$ cat src/rtl/clkmul_pkg.sv
`timescale 1ns/1ps
package clkmul_pkg;

   // register word offsets; the key register offset is part of the handshake
   localparam int unsigned OFS_CTRL = 0;
   localparam int unsigned OFS_CFG  = 1;
   localparam int unsigned OFS_KEY  = 2;
   localparam int unsigned OFS_STAT = 3;

   typedef enum logic {
      KEY_IDLE  = 1'b0,
      KEY_ARMED = 1'b1
   } key_state_e;

   // bit 0 enable, bit 1 connect
   typedef struct packed {
      logic connect;
      logic enable;
   } ctrl_t;

endpackage

$ cat src/rtl/clkmul_unlock.sv
`timescale 1ns/1ps
module clkmul_unlock
   import clkmul_pkg::*;
#(
   parameter int unsigned      KEY_W = 8,
   parameter logic [KEY_W-1:0] KEY_A = 'hAA,
   parameter logic [KEY_W-1:0] KEY_B = 'h55
) (
   input  logic             clk,
   input  logic             rst_n,
   input  logic             wr_en,
   input  logic             hit_key,
   input  logic [KEY_W-1:0] key,
   output logic             commit,
   output logic             discard
);

   key_state_e st_q, st_d;

   always_comb begin
      st_d    = st_q;
      commit  = 1'b0;
      discard = 1'b0;
      if (wr_en) begin
         st_d = KEY_IDLE;
         if (st_q == KEY_ARMED) begin
            if (hit_key && key == KEY_B) commit  = 1'b1;
            else                         discard = 1'b1;
         end else if (hit_key) begin
            if (key == KEY_A) st_d    = KEY_ARMED;
            else              discard = 1'b1;
         end
      end
   end

   always_ff @(posedge clk or negedge rst_n) begin
      if (!rst_n) st_q <= KEY_IDLE;
      else        st_q <= st_d;
   end

endmodule

$ cat src/rtl/clkmul_regbank.sv
`timescale 1ns/1ps
module clkmul_regbank
   import clkmul_pkg::*;
#(
   parameter int unsigned MULT_W = 5,
   parameter int unsigned DIV_W  = 2
) (
   input  logic              clk,
   input  logic              rst_n,
   input  logic              pwr_down,
   input  logic              commit,
   input  logic              discard,
   input  logic              wr_ctrl,
   input  logic              wr_cfg,
   input  ctrl_t             ctrl_wr,
   input  logic [MULT_W-1:0] mult_wr,
   input  logic [DIV_W-1:0]  div_wr,
   output ctrl_t             ctrl_act,
   output logic [MULT_W-1:0] mult_act,
   output logic [DIV_W-1:0]  div_act
);

   ctrl_t             stg_ctrl, act_ctrl;
   logic [MULT_W-1:0] stg_mult, act_mult;
   logic [DIV_W-1:0]  stg_div,  act_div;

   always_ff @(posedge clk or negedge rst_n) begin
      if (!rst_n) begin
         stg_ctrl <= '0;
         stg_mult <= '0;
         stg_div  <= '0;
         act_ctrl <= '0;
         act_mult <= '0;
         act_div  <= '0;
      end else begin
         // staging copy: reloaded from the active set on an abort
         if (discard) begin
            stg_ctrl <= act_ctrl;
            stg_mult <= act_mult;
            stg_div  <= act_div;
         end else begin
            if (wr_ctrl) stg_ctrl <= ctrl_wr;
            if (wr_cfg) begin
               stg_mult <= mult_wr;
               stg_div  <= div_wr;
            end
         end
         if (commit) begin
            act_ctrl <= stg_ctrl;
            act_mult <= stg_mult;
            act_div  <= stg_div;
         end
         // power-down wins over any commit in the same cycle
         if (pwr_down) begin
            stg_ctrl <= '0;
            act_ctrl <= '0;
         end
      end
   end

   assign ctrl_act = act_ctrl;
   assign mult_act = act_mult;
   assign div_act  = act_div;

endmodule

$ cat src/rtl/clkmul_clksel.sv
`timescale 1ns/1ps
module clkmul_clksel #(
   parameter int unsigned SYNC_STAGES = 0
) (
   input  logic clk,
   input  logic rst_n,
   input  logic lock_raw,
   input  logic enable,
   input  logic connect,
   output logic lock_seen,
   output logic sel
);

   generate
      if (SYNC_STAGES == 0) begin : g_direct
         logic unused_clkrst;
         assign unused_clkrst = clk ^ rst_n;
         assign lock_seen     = lock_raw;
      end else begin : g_sync
         logic [SYNC_STAGES-1:0] sh_q;
         always_ff @(posedge clk or negedge rst_n) begin
            if (!rst_n) sh_q <= '0;
            else        sh_q <= (sh_q << 1) | SYNC_STAGES'(lock_raw);
         end
         assign lock_seen = sh_q[SYNC_STAGES-1];
      end
   endgenerate

   // combinational so a lost lock or cleared enable falls back at once
   assign sel = enable & connect & lock_seen;

endmodule

$ cat src/rtl/clkmul_ctrl.sv
`timescale 1ns/1ps
module clkmul_ctrl
   import clkmul_pkg::*;
#(
   parameter int unsigned ADDR_W      = 4,
   parameter int unsigned DATA_W      = 32,
   parameter int unsigned MULT_W      = 5,
   parameter int unsigned DIV_W       = 2,
   parameter int unsigned KEY_W       = 8,
   parameter int unsigned SYNC_STAGES = 0
) (
   input  logic              clk,
   input  logic              rst_n,
   input  logic [ADDR_W-1:0] addr,
   input  logic [DATA_W-1:0] wdata,
   input  logic              wr_en,
   output logic [DATA_W-1:0] rdata,
   input  logic              lock_in,
   input  logic              pwr_down,
   output logic              loop_en,
   output logic [MULT_W-1:0] loop_mult,
   output logic [DIV_W-1:0]  loop_div,
   output logic              clk_sel
);

   localparam int unsigned CFG_W  = MULT_W + DIV_W;
   localparam int unsigned STAT_W = CFG_W + 4;

   generate
      if (MULT_W < 1 || MULT_W > 8) begin : g_bad_mult
         $error("clkmul_ctrl: MULT_W out of range");
      end
      if (DIV_W < 1 || DIV_W > 4) begin : g_bad_div
         $error("clkmul_ctrl: DIV_W out of range");
      end
      if (DATA_W < STAT_W || DATA_W < KEY_W) begin : g_bad_data
         $error("clkmul_ctrl: DATA_W too narrow");
      end
      if (ADDR_W < 2) begin : g_bad_addr
         $error("clkmul_ctrl: ADDR_W too narrow");
      end
      if (SYNC_STAGES > 4) begin : g_bad_sync
         $error("clkmul_ctrl: SYNC_STAGES too deep");
      end
   endgenerate

   logic hit_ctrl, hit_cfg, hit_key, hit_stat;
   assign hit_ctrl = (addr == ADDR_W'(OFS_CTRL));
   assign hit_cfg  = (addr == ADDR_W'(OFS_CFG));
   assign hit_key  = (addr == ADDR_W'(OFS_KEY));
   assign hit_stat = (addr == ADDR_W'(OFS_STAT));

   logic unused_wdata;
   assign unused_wdata = ^wdata;

   logic commit, discard;

   clkmul_unlock #(
      .KEY_W (KEY_W)
   ) u_unlock (
      .clk     (clk),
      .rst_n   (rst_n),
      .wr_en   (wr_en),
      .hit_key (hit_key),
      .key     (wdata[KEY_W-1:0]),
      .commit  (commit),
      .discard (discard)
   );

   ctrl_t             ctrl_act;
   logic [MULT_W-1:0] mult_act;
   logic [DIV_W-1:0]  div_act;

   clkmul_regbank #(
      .MULT_W (MULT_W),
      .DIV_W  (DIV_W)
   ) u_regs (
      .clk      (clk),
      .rst_n    (rst_n),
      .pwr_down (pwr_down),
      .commit   (commit),
      .discard  (discard),
      .wr_ctrl  (wr_en & hit_ctrl),
      .wr_cfg   (wr_en & hit_cfg),
      .ctrl_wr  (ctrl_t'(wdata[1:0])),
      .mult_wr  (wdata[MULT_W-1:0]),
      .div_wr   (wdata[CFG_W-1:MULT_W]),
      .ctrl_act (ctrl_act),
      .mult_act (mult_act),
      .div_act  (div_act)
   );

   logic lock_seen;

   clkmul_clksel #(
      .SYNC_STAGES (SYNC_STAGES)
   ) u_sel (
      .clk       (clk),
      .rst_n     (rst_n),
      .lock_raw  (lock_in),
      .enable    (ctrl_act.enable),
      .connect   (ctrl_act.connect),
      .lock_seen (lock_seen),
      .sel       (clk_sel)
   );

   always_comb begin
      rdata = '0;
      if (hit_ctrl) begin
         rdata[1:0] = ctrl_act;
      end else if (hit_cfg) begin
         rdata[CFG_W-1:0] = {div_act, mult_act};
      end else if (hit_stat) begin
         rdata[STAT_W-1:0] = {clk_sel, lock_seen, ctrl_act.connect,
                              ctrl_act.enable, div_act, mult_act};
      end
   end

   assign loop_en   = ctrl_act.enable;
   assign loop_mult = mult_act;
   assign loop_div  = div_act;

endmodule

$ cat config.mk
export PLATFORM = sky130hd
export DESIGN_NAME = clkmul_ctrl
export DESIGN_NICKNAME = d
export VERILOG_FILES = /design/src/rtl/clkmul_pkg.sv /design/src/rtl/clkmul_unlock.sv /design/src/rtl/clkmul_regbank.sv /design/src/rtl/clkmul_clksel.sv /design/src/rtl/clkmul_ctrl.sv
export SDC_FILE = /design/constraint.sdc
export NUM_CORES = 1
export LEC_CHECK = 0
export BUFFER_PORTS_ARGS = -buffer_cell sky130_fd_sc_hd__buf_2
export CORE_AREA = 2 2 57 59
export CTS_CLUSTER_DIAMETER = 200
export DETAILED_ROUTE_END_ITERATION = 8
export DIE_AREA = 0 0 59 61
export PLACE_DENSITY = 0.81
export SLEW_MARGIN = 0
export SYNTH_ARGS = -nofsm -noshare
export SYNTH_HDL_FRONTEND = slang
export SYNTH_SLANG_ARGS = --single-unit
$ cat constraint.sdc
create_clock -name clk -period 3.2 [get_ports clk]
set_input_delay 0.48 -clock clk [delete_from_list [all_inputs] [get_ports clk]]
set_output_delay 0.48 -clock clk [all_outputs]
set_load 0.05 [all_outputs]
# Word-level counts from Yosys, hierarchy flattened
# Index checks and enable logic that the tools add are counted.
# word_totals
elab_cells	48
register_bits	19
output_inout_bits	41
# classes
eq_ne	5
n_bitwise	4
n_reduce_logical	5
muxes	25
# ops
cell	n
$mux W2	8
$mux W1	11
$mux W11	1
$mux W5	2
$mux W9	1
$eq A4 B2 Y1 const B	2
$eq A8 B7 Y1 const B	1
$eq A8 B8 Y1 const B	1
$mux W7	1
$and A1 B1 Y1	4
$eq A4 B1 Y1 const B	1
$logic_not A4 Y1	1
$mux W4	1
$reduce_bool A2 Y1	2
$reduce_bool A3 Y1	1
$logic_and A1 B1 Y1	1

# Logic depth before layout (Yosys ltp)
# Gate-level depths: netlist (run 1).
# logic_depth
depth_word	7
ltp_mapped	5
depth_no_buf	4

# By module
# From an unflattened synthesis (run 1), not the netlist that was laid out.
# hier_totals
cells_unflattened	118
hier_area_um2	1224.9
# by_module_without_submodules
module	instances	seq_area_each_um2	area_per_inst_um2	cells_each
clkmul_regbank	1	450.4	767.0	60
clkmul_ctrl	1	0.0	321.6	44
clkmul_unlock	1	25.0	122.6	12
clkmul_clksel	1	0.0	13.8	2

# Least setup slack after synthesis (run 1)
# No wires, ideal clock.
# synth_path
kind	register to output
startpoint	register u_regs.act_mult[0] (netlist: u_regs.mult_act[0])
endpoint	output rdata[0]
arrival_ns	1.871
path_buffers	0
required_ns	2.720
stages_incl_launch_ff	3
slack_ns	0.849
cell_sequence	dfrtp_1 a22oi_1 nor3_1
# synth_via
elab_chain_cells	3
# synth_lines
element	line_no	source
from (decl)	clkmul_regbank.sv:24	logic [MULT_W-1:0] stg_mult, act_mult;
from (signal assigned)	clkmul_regbank.sv:50	act_mult <= stg_mult;
$mux W11	clkmul_ctrl.sv:113	end else if (hit_stat) begin
$mux W7 (*)	clkmul_ctrl.sv:111	end else if (hit_cfg) begin
$mux W2 (*)	clkmul_ctrl.sv:109	if (hit_ctrl) begin
to (decl)	clkmul_ctrl.sv:17	output logic [DATA_W-1:0] rdata,
# Mark *: on every way between the ends. The rest lies on a longest branch, timed or not.

# Final worst setup path (run 1)
# layout_path
startpoint	input addr[3]
endpoint	output rdata[10]
# layout_via
elab_chain_cells	4
# layout_lines
element	line_no	source
from (decl)	clkmul_ctrl.sv:14	input logic [ADDR_W-1:0] addr,
$eq A4 B2 Y1	clkmul_ctrl.sv:51	assign hit_stat = (addr == ADDR_W'(OFS_STAT));
$mux W11	clkmul_ctrl.sv:113	
$mux W4	clkmul_ctrl.sv:111	
$mux W9 (*)	clkmul_ctrl.sv:109	
# Marked as above.

==> results of run 1 <==
==> cells by family after synthesis <==
family	count (synthesis)	synth area share [%]
simple gates	32	17.2
mux	24	23.0
buf+inv	23	13.6
flops	19	37.4
compound gates	13	8.46
other cells	1	0.295
==> stage by stage <==
| step | hold WS, ns | power [mW] |
|---|---|---|
| 6_report | 0.0987 | 0.520 |
| 5_1_grt | 0.119 | 0.544 |
| 4_1_cts | 0.114 | 0.522 |
| 3_3_place_gp | 0.430 | 0.398 |
| 3_5_place_dp | 0.442 | 0.404 |
| 2_1_floorplan | 0.184 | 0.392 |
==> worst min-delay path by stage <==
stage / startpoint / end / slack (ns) / depth (start not counted)
final: rst_n / u_regs.stg_div[1] / 0.1 / 1
after global routing: rst_n / u_regs.stg_div[1] / 0.12 / 1
after CTS: rst_n / u_regs.div_act[1] / 0.11 / 1
after detailed placement: rst_n / u_regs.stg_div[1] / 0.44 / 1
after global placement: rst_n / u_regs.mult_act[4] / 0.43 / 1
after floorplan: rst_n / u_regs.ctrl_act[0] / 0.18 / 0
==> final cells by class <==
type | instances | area (um2) | area share, %
clock buffers | 4 | 26.3 | 1.84
inverters | 1 | 3.75 | 0.263
multi-input cells | 90 | 698 | 49.0
flip-flops and latches | 19 | 475 | 33.4
well taps | 33 | 41.3 | 2.90
repair buffers | 36 | 180 | 12.6
==> power by group through the flow <==
stage               clock, mW  sequential, mW  combinational [mW]
floorplan                   0           0.267               0.126
global placement            0           0.268               0.130
detailed placement          0           0.270               0.134
CTS                     0.122           0.265               0.135
global route            0.133           0.267               0.144
finish                  0.121           0.266               0.134
==> state kept, by name, indices dropped and copies added, names as in the netlist <==
register and count:
u_regs.ctrl_act 2, u_regs.div_act 2, u_regs.mult_act 5, u_regs.stg_ctrl 2
u_regs.stg_div 2, u_regs.stg_mult 5, u_unlock.st_q 1
==> Yosys cell counts, drive strengths merged <==
cell / n / share of area, %
or4b: 1 / 1.1
a211oi: 4 / 2.4
nor3: 3 / 1.2
and2: 6 / 3.0
nor3b: 1 / 0.98
conb: 1 / 0.29
nand3b: 2 / 1.2
dfrtp: 19 / 37
a21o: 2 / 1.2
or3: 1 / 0.49
nor4b: 1 / 0.69
nor2: 2 / 0.79
buf: 22 / 13
nor4: 1 / 0.49
a22oi: 2 / 1.2
nor4bb: 2 / 1.6
nand4bb: 1 / 0.89
nand2b: 2 / 0.98
mux2: 21 / 21
nand2: 1 / 0.29
o41ai: 1 / 2.2
o21ai: 2 / 0.79
a21oi: 2 / 0.79
inv: 1 / 0.29
nand3: 3 / 1.2
and3: 5 / 2.5
mux2i: 3 / 2.4
==> per-layer routing <==
metal | vias to the layer above | GRT usage [%]
met3 | 5 | 2.99
met5 | - | 0
met2 | 56 | 24.9
met1 | 441 | 19.9
li1 | 444 | -
met4 | 0 | 6.17
==> metrics, run 1 <==
Worst Skew=0.000400 ns; sum of met3 wire segment lengths after detailed routing=211 um; via count of the first global-routing pass=896; final setup slack of the worst path=0.943 ns; number of nets still failing antenna checks after routing=0; Reg2Reg Depth=4; fraction of layout cells with a size suffix above 1=42.7%; met2 wire length=1230 um; Top Family by Delay on Critical Path=simple AND/OR/NAND/NOR gates; cell area after synthesis=1270 um2; routed metal-1 wirelength=1140 um; height of the die=61 um; register area share after synthesis=37.4%; count of cell types in the netlist=30; Final Setup Violations=0; Core Area=2950 um2; delay of the slowest cell on the worst path=0.50 ns; post-route setup TNS=0 ns; maximum clock frequency=0.443 GHz; Sink Count=19; leakage power of the design=0.778 nW; R2R Setup Slk=1.39 ns; placed standard-cell area=1400 um2; class of the tightest hold or removal check=input port to asynchronous set/reset pin; die outline width=59 um; hold violation count in the final report=0; Clock Tree Root=sky130_fd_sc_hd__clkbuf_4; critical path depth in cells=5; critical path, cell by cell=buf_2, nor3b_2, and3_1, and3_1, buf_2; Bufs on Longest Clock Path=2; antenna violations before repair=0; fill count=282; top library cells by usage in the layout, fill and taps aside=sky130_fd_sc_hd__buf_2, sky130_fd_sc_hd__conb_1, sky130_fd_sc_hd__dfrtp_1, sky130_fd_sc_hd__mux2_2, sky130_fd_sc_hd__mux2_4; I/O pin count=82; Overflow after GRT=0; total internal power=353 uW; vias per inst=5.17; sequential fraction of design power=51.0%; dpl ws=0.706 ns; maximum number of pins on one net before global-route repair=20; Die ar.=3600 um2; portion of total power attributed to the clock network=23.2%; worst setup path endpoint=rdata[10]; worst endpoint data arrival time=1.78 ns; top metal layer carrying routed signals=met4; TritonCTS clock tree=built; critical path class=input port to output port; Slew Viols, Final=0; R2R Path End=u_regs.div_act[1]; Max Cap Violations=0; area added between synthesis and finish=12.1%; slew at the pin closest to its max-slew limit=0.565 ns; drt first-iter violations=49; # H-tree levels=1; routability-driven placement congestion ratio=0.908; final design utilization=48.3%; most common cell after layout, fill and taps aside=sky130_fd_sc_hd__buf_2; post-route clock period utilization=70.5%; post-DR wirelength/cell=14.3 um; clock latency reported for the late side of the worst-skew pair=0.30 ns; starting utilization of the core area=43.1%; total vias in the final route=946; antenna cells=0; final instance area=1430 um2; GRT Resource Usage Total=15.2%; setup repair after global routing missed its margin=no; count of buffering cells on the critical path with inverters included=2; Final Non-Filler Cells=183; DRC violations left=0; Crit Reg-Reg Startpoint=u_unlock.st_q; CP Data Required Time=2.72 ns; number of synthesized register bits=19; count of standard-cell rows=20; synthesized netlist cell count=112; element type at the critical path end=output port; hold buffers post-CTS=0; status=finished, final reports clean; switching component of the power=168 uW; kind of start point of the critical path=input port; number of buffers inserted by port buffering=36; Reg clk slew, reported paths=0.10 ns; crit path launch=addr[3]; Sw Share=32.2%; total power per unit cell area=365 nW/um2; HPWL after DPL=2020 um; post_cts resized=0; clock buffers created by TritonCTS=3; wire length of the first global-routing pass=4100 um; number of iterations in the first detailed-routing pass=4; peak supply drop=0.279 mV; post-CTS setup repair buffer count=0; total placed cells including tap cells=179; cell at the slowest stage of the critical path=sky130_fd_sc_hd__nor3b_2; Max-Slew Margin vs Limit=62.0%; fraction of power consumed by combinational cells=25.8%; Min Clock Period, post-route=2.26 ns; Synth Area per Inst=11.4 um2; biggest fanout along the worst timing path=9; number of warnings printed during yosys synthesis=0; Final nets=192; routed wire length=2610 um
Power figures use the tool's default switching activity.
==> run 2, diff against run 1 <==
--- a/config.mk
+++ b/config.mk
@@ -5,12 +5,13 @@
 export SDC_FILE = /design/constraint.sdc
 export NUM_CORES = 1
 export LEC_CHECK = 0
+export ABC_AREA = 1
 export BUFFER_PORTS_ARGS = -buffer_cell sky130_fd_sc_hd__buf_2
-export CORE_AREA = 2 2 57 59
+export CORE_AREA = 2 2 62 64
 export CTS_CLUSTER_DIAMETER = 200
 export DETAILED_ROUTE_END_ITERATION = 8
-export DIE_AREA = 0 0 59 61
-export PLACE_DENSITY = 0.81
+export DIE_AREA = 0 0 64 66
+export PLACE_DENSITY = 0.74
 export SLEW_MARGIN = 0
 export SYNTH_ARGS = -nofsm -noshare
 export SYNTH_HDL_FRONTEND = slang
==> constraint.sdc (replaced) <==
create_clock -name clk -period 1.8 [get_ports clk]
set_input_delay 0.27 -clock clk [delete_from_list [all_inputs] [get_ports clk]]
set_output_delay 0.27 -clock clk [all_outputs]
set_load 0.05 [all_outputs]
==> metrics, run 2 <==
Synth Area per Inst=7.51 um2 (-34%); clock latency reported for the late side of the worst-skew pair=0.31 ns (about the same); fraction of layout cells with a size suffix above 1=27.8% (-15 points); fraction of synthesis flops using an asynchronous set or reset pin=100% (unchanged); GRT Resource Usage Total=13.8% (-1.4 points); cell area after synthesis=1310 um2 (+2.9%); Max Cap Violations=0 (unchanged); total power per unit cell area=646 nW/um2 (+77%); setup repair after global routing missed its margin=no; drt first-iter violations=43 (-12%); Overflow after GRT=0 (unchanged); class of the tightest hold or removal check=input port to flip-flop; post-DR wirelength/cell=10.8 um (-24%); die outline width=64 um (+8.5%); most used standard cells in the synthesized netlist=sky130_fd_sc_hd__nand3_1, sky130_fd_sc_hd__nand2_1, sky130_fd_sc_hd__buf_4, sky130_fd_sc_hd__inv_1, sky130_fd_sc_hd__nor2_1; dpl ws=0.260 ns (-0.447 ns); post-route setup TNS=0 ns (unchanged); via count of the first global-routing pass=1047 (+17%); post-synthesis cell type with the largest combined area=sky130_fd_sc_hd__dfrtp_1; Reg clk slew, reported paths=0.13 ns (+0.03 ns); total internal power=603 uW (+71%); final setup slack of the worst path=0.228 ns (-0.715 ns); count of standard-cell rows=22 (+10%); Clock Tree Root=sky130_fd_sc_hd__clkbuf_4; wire length of the first global-routing pass=4540 um (+11%); share of the synthesized area in the top cell type=36.4% (-1.0 points); count of cell types in the netlist=26 (-13%); number of iterations in the first detailed-routing pass=4 (unchanged); synthesized netlist cell count=174 (+55%); top library cells by usage in the layout, fill and taps aside=sky130_fd_sc_hd__nand3_1, sky130_fd_sc_hd__buf_2, sky130_fd_sc_hd__nand2_1, sky130_fd_sc_hd__conb_1; number of flops mapped to enable cells by yosys=0 (unchanged); hold violation count in the final report=0 (unchanged); sequential fraction of design power=50.4% (-0.6 points); height of the die=66 um (+8.2%); Area contributors post-synth=sky130_fd_sc_hd__dfrtp_1, sky130_fd_sc_hd__nand3_1, sky130_fd_sc_hd__buf_4; antenna violations before repair=0 (unchanged); post-route clock period utilization=87.3%; Die ar.=4220 um2 (+17%); post-CTS setup repair buffer count=0 (unchanged); kind of start point of the critical path=flip-flop; number of warnings printed during yosys synthesis=0 (unchanged); CP Data Required Time=1.53 ns (-1.19 ns); number of synthesized register bits=19 (unchanged); maximum clock frequency=0.636 GHz; total vias in the final route=1187 (+25%); Final nets=254 (+32%); Bufs on Longest Clock Path=2 (unchanged); maximum number of pins on one net before global-route repair=20 (unchanged); Synth Flop Type=sky130_fd_sc_hd__dfrtp_1; peak supply drop=0.349 mV (+25%); post_cts resized=0 (unchanged); routed wire length=2820 um (+7.9%); register area share after synthesis=36.4% (-1.0 points); area added between synthesis and finish=14.3%; Min Clock Period, post-route=1.57 ns; portion of total power attributed to the clock network=23.3% (about the same); number of nets still failing antenna checks after routing=0 (unchanged); Final Setup Violations=0 (unchanged); status=finished, final reports clean; # H-tree levels=1 (unchanged); leakage power of the design=0.823 nW (+5.7%); Slew Viols, Final=0 (unchanged); biggest fanout along the worst timing path=5 (-4); element type at the critical path end=output port; Worst Skew=0.0238 ns (+0.0234 ns); worst endpoint data arrival time=1.30 ns (-0.48 ns); number of buffers inserted by port buffering=36 (unchanged); top-count cell post-synth=sky130_fd_sc_hd__nand3_1; HPWL after DPL=2130 um (+5.4%); fraction of power consumed by combinational cells=26.3% (+0.5 points); Sink Count=19 (unchanged); Sw Share=37.5% (+5.3 points); TritonCTS clock tree=built; starting utilization of the core area=36.8% (-6.2 points); I/O pin count=82 (unchanged); clock buffers created by TritonCTS=3 (unchanged); critical path class=flip-flop to output port; routability-driven placement congestion ratio=0.791 (-13%); switching component of the power=362 uW (+120%); vias per inst=4.57 (-12%); fill count=378 (+34%); Core Area=3550 um2 (+20%); DRC violations left=0 (unchanged); hold buffers post-CTS=1 (+1); antenna cells=0 (unchanged)
[run 2: path summary, 6_finish.rpt]
kind / start / end / slack [ns] / depth (start not counted)
max in group asynchronous: rst_n / u_regs.mult_act[1] / 1.04 / 2
worst min register to register: u_regs.stg_div[1] / u_regs.stg_div[1] / 0.53 / 2
worst max-delay path: u_regs.ctrl_act[1] / rdata[10] / 0.23 / 3
min in group asynchronous: rst_n / u_unlock.st_q / 0.42 / 2
worst min-delay path: wr_en / u_unlock.st_q / 0.22 / 2
worst max register to register: u_unlock.st_q / u_regs.mult_act[0] / 0.37 / 6
[run 2: cells by family (layout without fill, tap and decap cells)]
family,after synthesis,in the layout,share of synthesized area [%]
AO/OA/AOI/OAI,12,12,5.07
buffers and inverters,48,66,21.2
flip-flops,19,19,36.4
multiplexers,1,1,1.15
other,1,21,0.287
AND/OR/NAND/NOR,93,93,35.9
[run 2: final cells by class]
class | count | area (um2) | share of cell area (%)
clock inverters | 1 | 5.00 | 0.335
well taps | 48 | 60.1 | 4.02
repair buffers | 37 | 190 | 12.7
clock buffers | 3 | 22.5 | 1.51
multi-input cells | 127 | 647 | 43.3
flip-flops and latches | 19 | 475 | 31.8
inverters | 25 | 93.8 | 6.28
[run 2: metrics by stage]
step                utilization (%)  hold WS, ns  cells  instance area (um2)  total power [mW]
floorplan                         -      -0.0256    194                 1400             0.722
global placement               41.0        0.239    255                 1460             0.743
detailed placement             41.0        0.243    255                 1460             0.746
CTS                            42.1        0.218    260                 1490             0.973
global route                   42.1        0.222    260                 1490              1.03
finish                         42.1        0.222    260                 1490             0.965
[run 2: worst max-delay path, cell delays in order (launching register included)]
cell                      delay [ns]
sky130_fd_sc_hd__dfrtp_1        0.36
sky130_fd_sc_hd__inv_1          0.11
sky130_fd_sc_hd__nor4_2         0.25
sky130_fd_sc_hd__buf_2          0.30
[run 2: layer usage]
layer	up-vias	track usage, %	wire length [um]
met3	4	4.60	221
met5	-	0	0
li1	592	-	-
met2	44	23.4	1330
met1	547	16.5	1240
met4	0	4.08	27
[run 2: power groups by stage]
stage          Sequential (mW)  Clock (mW)  Combinational (mW)
2_1_floorplan            0.490           0               0.233
3_3_place_gp             0.494           0               0.249
3_5_place_dp             0.494           0               0.252
4_1_cts                  0.486       0.232               0.255
5_1_grt                  0.492       0.259               0.277
6_report                 0.486       0.225               0.254
